===== config.mk =====
export PLATFORM = sky130hd
export DESIGN_NAME = step_trap_seq
export DESIGN_NICKNAME = d
export VERILOG_FILES = /design/src/rtl/step_trap_seq.sv
export SDC_FILE = /design/constraint.sdc
export NUM_CORES = 1
export LEC_CHECK = 0
export BUFFER_PORTS_ARGS = -buffer_cell sky130_fd_sc_hd__buf_2
export CAP_MARGIN = 20
export CORE_UTILIZATION = 50
export CTS_CLUSTER_DIAMETER = 40
export DETAILED_ROUTE_END_ITERATION = 10
export GPL_ROUTABILITY_DRIVEN = 0
export PLACE_DENSITY = 0.83
export SKIP_CTS_REPAIR_TIMING = 1
export SLEW_MARGIN = 10
export SYNTH_ARGS = -nofsm -noshare
export SYNTH_HDL_FRONTEND = slang
export SYNTH_SLANG_ARGS = --single-unit

===== constraint.sdc =====
create_clock -name clk -period 5.1 [get_ports clk]
set_input_delay 1.02 -clock clk [delete_from_list [all_inputs] [get_ports clk]]
set_output_delay 1.02 -clock clk [all_outputs]
set_load 0.005 [all_outputs]

===== src/rtl/step_trap_seq.sv =====
module step_trap_seq #(
  parameter int VEC_W = 8,
  parameter int DEPTH = 8,
  parameter logic [VEC_W-1:0] TRAP_VEC = 1
) (
  input  logic             clk,
  input  logic             rst_n,
  input  logic             retire,
  input  logic [2:0]       retire_cls,
  input  logic             tf_new,
  input  logic             if_new,
  input  logic             irq_req,
  input  logic [VEC_W-1:0] irq_vec,
  input  logic             entry_done,
  output logic             entry_req,
  output logic [VEC_W-1:0] entry_vec,
  output logic             irq_ack,
  output logic             busy
);
  localparam int PW = (DEPTH > 1) ? $clog2(DEPTH) : 1;
  localparam logic [PW:0] FULL = DEPTH[PW:0];
  localparam logic [2:0] C_SEG = 3'd3, C_SWI = 3'd4, C_RET = 3'd5;

  typedef enum logic [1:0] {S_IDLE, S_ISSUE, S_WAIT} st_t;

  st_t st;
  logic h1, h2, ifh;
  logic ext_r, chain_r;
  logic [VEC_W-1:0] vec_r;
  logic [DEPTH-1:0] frm;
  logic [PW:0] sp, spm1;

  logic accept, is_ret, shadow, top_ext, trap_hit, ext_hit;

  assign spm1     = sp - 1'b1;
  assign top_ext  = (sp != '0) && frm[spm1[PW-1:0]];
  assign accept   = retire && (st == S_IDLE);
  assign is_ret   = retire_cls == C_RET;
  assign shadow   = retire_cls == C_SEG;
  assign trap_hit = !shadow && (is_ret ? (top_ext && tf_new) : (h1 && h2));
  assign ext_hit  = !shadow && irq_req && if_new && (is_ret || ifh);

  assign entry_req = st == S_ISSUE;
  assign entry_vec = vec_r;
  assign irq_ack   = (st == S_ISSUE) && ext_r;
  assign busy      = st != S_IDLE;

  always_ff @(posedge clk) begin
    if (!rst_n) begin
      st <= S_IDLE;
      h1 <= 1'b0;
      h2 <= 1'b0;
      ifh <= 1'b0;
      ext_r <= 1'b0;
      chain_r <= 1'b0;
      vec_r <= '0;
      frm <= '0;
      sp <= '0;
    end else begin
      case (st)
        S_IDLE: if (accept) begin
          ifh <= if_new;
          if (retire_cls == C_SWI) begin
            h1 <= 1'b0;
            h2 <= 1'b0;
            if (sp < FULL) begin
              frm[sp[PW-1:0]] <= 1'b0;
              sp <= sp + 1'b1;
            end
          end else if (is_ret) begin
            h1 <= tf_new;
            h2 <= tf_new;
            if (sp != '0) sp <= spm1;
          end else begin
            h2 <= h1;
            h1 <= tf_new;
          end
          if (trap_hit) begin
            st <= S_ISSUE;
            vec_r <= TRAP_VEC;
            ext_r <= 1'b0;
            chain_r <= 1'b0;
          end else if (ext_hit) begin
            st <= S_ISSUE;
            vec_r <= irq_vec;
            ext_r <= 1'b1;
            chain_r <= tf_new;
          end
        end
        S_ISSUE: begin
          st <= S_WAIT;
          h1 <= 1'b0;
          h2 <= 1'b0;
          ifh <= 1'b0;
          if (sp < FULL) begin
            frm[sp[PW-1:0]] <= ext_r;
            sp <= sp + 1'b1;
          end
        end
        S_WAIT: if (entry_done) begin
          if (chain_r) begin
            st <= S_ISSUE;
            vec_r <= TRAP_VEC;
            ext_r <= 1'b0;
            chain_r <= 1'b0;
          end else begin
            st <= S_IDLE;
          end
        end
        default: st <= S_IDLE;
      endcase
    end
  end
endmodule


==> out/metrics.yaml, run 1 <==
io_pins: 29
layout_min_cycle_time_ps: 2773
die-area_um2: 3179
fp.dieW_um: 56.39
cts-buffers-inserted: 3
synthesis.area_um2: 1479
worstPathMaxFanout: 9
crit_end: "irq_ack"
timing.rr.end: "entry_vec[0]$_SDFFE_PN0P_"
grt_pass1_vias: 1195
viasPerCell: 5.680
synth_edf_count: 0
antenna_found_initial: 0
cp-end-kind: "output port"
syn_inst: 175
syn_avg_cell_area_um2: 8.451
synth-seq-cells: 27
cap_violations: 0
hold_viol: 0
synth_nets: 196
nFillCells: 247
cp.arrival_ps: 1750
ys_types: 46
grt_pass1_wl_mm: 5.085
drtPass1Iterations: 4
critPathSlowestCell: "dfxtp_1"
path_delay_family: "simple AND/OR/NAND/NOR gates"
cts_tree: "done"
power_density_nw_per_um2: 224.7
start_util_pct: 53.17
yosysWarnings: 0
crit_type: "reg -> out"
hpwl_mm: 2.209
setup_violations: 0
pre_cts_ws_ps: 2372
post-route-period-util_pct: 54.37
fmax_mhz: 360.7
syn2layout_area_growth_pct: 10.74
grt_max_degree: 25
cp.depth: 3
rsz0062_at_grt: "false"
worstPathRequired_ps: 4080
rrSetupSlack_ps: 2600
drc: 0
placed_cells: 224
yosysSeqAreaShare_pct: 36.55
clockBufferDepth: 2
diodes: 0
path_clk_slew_ps: 140
r2r-start: "sp[1]$_SDFFE_PN0P_"
cts_root_buf: "clkbuf_4"
grt_overflow: 0
grt_use_total_pct: 19.84
vias: 1295
synthArstFlopShare_pct: 0
htreeDepth: 1
cp-start-kind: "flop"
layout_setup_ws_ps: 2327
ant_nets: 0
io_buffers: 28
synthFlopType: "dfxtp_1"
finalMaxSlewViolations: 0
rows: 19
min_path_type: "reg -> reg"
cp_num_buf_inv: 1
ff2ff_path_depth: 7
max_stage_delay_ps: 550
worstPathCellList: "nor2b_1 > and2_1 > buf_2"
fin_cells: 228
max-slew-margin-rel_pct: 59.09
final_common_cell: "buf_2"
fin_nets: 219
clock_latency_ps: 320
wl_mm: 2.999
critPathLaunch: "st[0]$_SDFFE_PN0P_"
drt-initial-drc-count: 64
cellLeakagePower_nw: 0.6903
tns_ps: 0
tightest_slew_ps: 609.9
drive_gt1_share_pct: 21.83
final_cell_mix: "28 x buf_2, 27 x nand2_1, 27 x dfxtp_1, 15 x nor2_1, 11 x a21oi_1"
wl_per_cell_um: 13.15
outcome: "complete, no violations"
cts.sinks: 27
fin_skew_ps: 10.19
ir_drop_mv: 0.2187
coreArea_um2: 2781
die_h_um: 56.39
-- where the power goes --
group / switching, W / internal [W]
Combinational: 0.0000301 / 0.0000241
Clock: 0.0000608 / 0.0000306
Sequential: 0.00000665 / 0.000216
Total: 0.0000975 / 0.000270
-- Yosys cell counts, types with 2 or more instances --
cell      number  area [um^2]
a21oi_1       11        55.05
a22oi_1        2        15.01
a31o_2         2        17.52
and3_1         2        12.51
clkbuf_1       8        30.03
dfxtp_1       27        540.5
ha_1           3        37.54
inv_1          8        30.03
mux2i_1        7        70.07
mux4_1         2        52.55
nand2_1       27        101.4
nand2b_1       2        12.51
nand3_1        6        30.03
nor2_1        15        56.30
nor2b_1        4        25.02
nor3_1         4        20.02
nor3b_1        3        22.52
o21ai_0        4        20.02
o22ai_1        9        56.30
or2_2          3        18.77
-- worst min-delay path, stage by stage, from the launching register on --
cell and delay, ps:
dfxtp_1 330, nand2_1 50, o22ai_1 60
-- layer usage --
metal,part of all wire [%],up-vias,GRT usage (%)
li1,-,668,-
met1,49,596,25.43
met2,47,29,34.35
met3,4.1,2,5.069
met4,0.57,0,2.787
met5,0,-,0
-- flip-flops by register name (all words and copies together), names as in the netlist --
signal	cells
ifh	1
entry_vec	8
h2	1
ext_r	1
st	2
sp	4
chain_r	1
h1	1
frm	8
-- area by class of cell --
type                       instances  area [um^2]  area share, %
multi-input combinational        130        862.1          52.64
sequential                        27        540.5          33.00
timing repair buffer              28        140.1          8.556
tap                               31        38.79          2.368
inverter                           8        30.03          1.833
clock buffer                       4        26.28          1.604
-- cells by family after synthesis --
logic type,share of synthesized area (%)
AND/OR/NAND/NOR,24.54
XOR/XNOR,1.185
adder cells (fa/ha/maj),2.538
flip-flops,36.55
multiplexers,10.07
AO/OA/AOI/OAI,19.97
buffers and inverters,5.161
-- metrics by stage --
step	hold slack (ps)	power (W)	cell area (um^2)	utilization, %
floorplan	431.8	0.0002645	1479	-
global placement	452.0	0.0002798	1612	57.94
detailed placement	459.3	0.0002807	1612	57.94
CTS	477.9	0.0003706	1638	58.88
global route	501.2	0.0003879	1638	58.88
finish	479.8	0.0003680	1638	58.88
-- worst min path at each step --
stage	from	depth (start not counted)	endpoint	slack, ps
6_report	entry_vec[3]$_SDFFE_PN0P_	2	entry_vec[3]$_SDFFE_PN0P_	480
4_1_cts	entry_vec[3]$_SDFFE_PN0P_	2	entry_vec[3]$_SDFFE_PN0P_	480
2_1_floorplan	frm[0]$_SDFFE_PN0P_	2	frm[0]$_SDFFE_PN0P_	430
5_1_grt	entry_vec[3]$_SDFFE_PN0P_	2	entry_vec[3]$_SDFFE_PN0P_	500
3_5_place_dp	entry_vec[3]$_SDFFE_PN0P_	2	entry_vec[3]$_SDFFE_PN0P_	460
3_3_place_gp	entry_vec[3]$_SDFFE_PN0P_	2	entry_vec[3]$_SDFFE_PN0P_	450
No activity file was read; power rests on OpenSTA's default activity.
==> run 2, diff against run 1 <==
CORE_UTILIZATION = 49   (was 50)
PLACE_DENSITY = 0.85   (was 0.83)
clock period = 2.42 ns   (was 5.1 ns; I/O delays follow)
==> run 2 against run 1 <==
Against the previous run:
- the flow now finishes with violations (design-rule violations)
- critical path depth up 4
- wire length rose by 5.5%
- final area rose by 2.4%
- clock skew is 2.7 ps lower
- worst setup slack lost 2100 ps
- flip-flop and latch count unchanged
- combinational power increased by 130%
- clock power up 120%
- hold slack worse by 100 ps
- first-iteration DRC count is 22% higher
- core utilization is 0.88 points higher
- highest routed layer unchanged
==> out/metrics.yaml, run 2 (synthesized netlist as in run 1, its figures left out) <==
final_cell_mix: "28 x buf_2, 27 x nand2_1, 26 x dfxtp_1, 15 x nor2_1, 11 x a21oi_1"
power_density_nw_per_um2: 469.0
vias: 1337
cp-end-kind: "flop"
topRoutingLayerUsed: "met4"
p_sw_w: 0.0002117
start_util_pct: 52.72
fmax_mhz: 447.3
antenna_found_initial: 0
pwr-share-clk_pct: 25.2
share_seq_of_total_power_pct: 59.2
fin_skew_ps: 7.485
die_h_um: 56.94
layout_min_cycle_time_ps: 2236
worstPathCellList: "inv_1 > ha_1 > mux4_1 > mux2_4 > a31oi_4 > a311oi_4 > o221a_1"
drt-initial-drc-count: 78
grt_max_degree: 25
clock_latency_ps: 330
viasPerCell: 5.738
switching_share_pct: 26.93
wl_mm: 3.163
hpwl_mm: 2.327
ir_drop_mv: 0.3386
wl_per_cell_um: 13.58
pwr-share-comb_pct: 15.5
cp_num_buf_inv: 1
max_stage_delay_ps: 410
final_common_cell: "buf_2"
dr_wl_met3_um: 124
tightest_slew_ps: 478.3
setup_violations: 0
grt_pass1_wl_mm: 5.471
io_buffers: 28
clockBufferDepth: 2
rrSetupSlack_ps: 180
diodes: 0
critPathSlowestCell: "dfxtp_2"
hold_viol: 0
max-slew-margin-rel_pct: 68.11
ant_nets: 0
htreeDepth: 1
cap_violations: 0
path_clk_slew_ps: 140
min_path_type: "in -> reg"
grt_overflow: 0
fp.dieW_um: 56.94
cts_root_buf: "clkbuf_4"
grt_pass1_vias: 1195
syn2layout_area_growth_pct: 13.37
outcome: "finished, violations left"
finalMaxSlewViolations: 0
holdWs_ps: 379.5
violations: "design-rule violations"
cts.sinks: 27
wl_met1_mm: 1.507
cts-buffers-inserted: 3
tns_ps: 0
grt_use_total_pct: 21.30
p_int_w: 0.0005746
worstPathRequired_ps: 2670
io_pins: 29
path_delay_family: "compound AO/OA/AOI/OAI gates"
crit_type: "reg -> reg"
fin_nets: 224
cp-start-kind: "flop"
coreArea_um2: 2805
worstPathMaxFanout: 10
rows: 19
die-area_um2: 3242
drive_gt1_share_pct: 24.26
cp.arrival_ps: 2480
cts_tree: "done"
drtPass1Iterations: 7
rsz0062_at_grt: "false"
post-route-period-util_pct: 92.38
drc: 6
placed_cells: 229
cellLeakagePower_nw: 0.7175
fin_cells: 233
dr_wl_met2_mm: 1.486
==> run 2: cell types whose count changed in the layout (fill, tap and decap cells not counted) <==
cell | previous run | this run
dfxtp_2 | 0 | 1
buf_4 | 0 | 5
dfxtp_1 | 27 | 26
==> run 2: path summary, 6_finish.rpt <==
path / startpoint / end / depth (start not counted)
min: irq_vec[5] / entry_vec[5]$_SDFFE_PN0P_ / 3
max: sp[0]$_SDFFE_PN0P_ / entry_vec[0]$_SDFFE_PN0P_ / 7
min reg2reg: entry_vec[7]$_SDFFE_PN0P_ / entry_vec[7]$_SDFFE_PN0P_ / 2
max reg2reg: sp[0]$_SDFFE_PN0P_ / entry_vec[0]$_SDFFE_PN0P_ / 7
==> run 2: layout make-up <==
type / instances / area (um^2)
repair buffers: 33 / 177.7
well taps: 31 / 38.79
clock buffers: 4 / 26.28
fillers: 261 / 1129
inverters: 8 / 30.03
flip-flops and latches: 27 / 541.8
multi-input cells: 130 / 862.1
==> run 2: routing by layer <==
metal,up-vias,GRT usage [%]
li1,676,-
met1,630,28.02
met2,24,35.46
met3,7,4.989
met4,0,5.226
met5,-,0
==> run 2: worst register-to-register path: cells and delay by family, from the launching register on <==
| kind | cells | cell delay [ps] |
|---|---|---|
| adder cells (fa/ha/maj) | 1 | 340 |
| AO/OA/AOI/OAI | 3 | 730 |
| flip-flops | 1 | 410 |
| multiplexers | 2 | 580 |
| buffers and inverters | 1 | 100 |
==> run 2: power groups by stage <==
stage	Clock [W]	Sequential [W]	Combinational [W]
after floorplan	0	0.000469	0.0000883
after global placement	0	0.000474	0.000119
after detailed placement	0	0.000475	0.000121
after CTS	0.000207	0.000465	0.000122
after global routing	0.000231	0.000468	0.000137
final	0.000198	0.000466	0.000122
==> run 2: through the flow <==
step | total power, W | area (um^2) | util, % | setup slack, ps
after floorplan | 0.0005574 | 1479 | - | 93.23
final | 0.0007864 | 1677 | 59.77 | 184.3
after global placement | 0.0005934 | 1649 | 58.79 | 212.7
after global routing | 0.0008363 | 1677 | 59.77 | 40.02
after CTS | 0.0007943 | 1675 | 59.72 | 113.4
after detailed placement | 0.0005959 | 1649 | 58.79 | 133.5
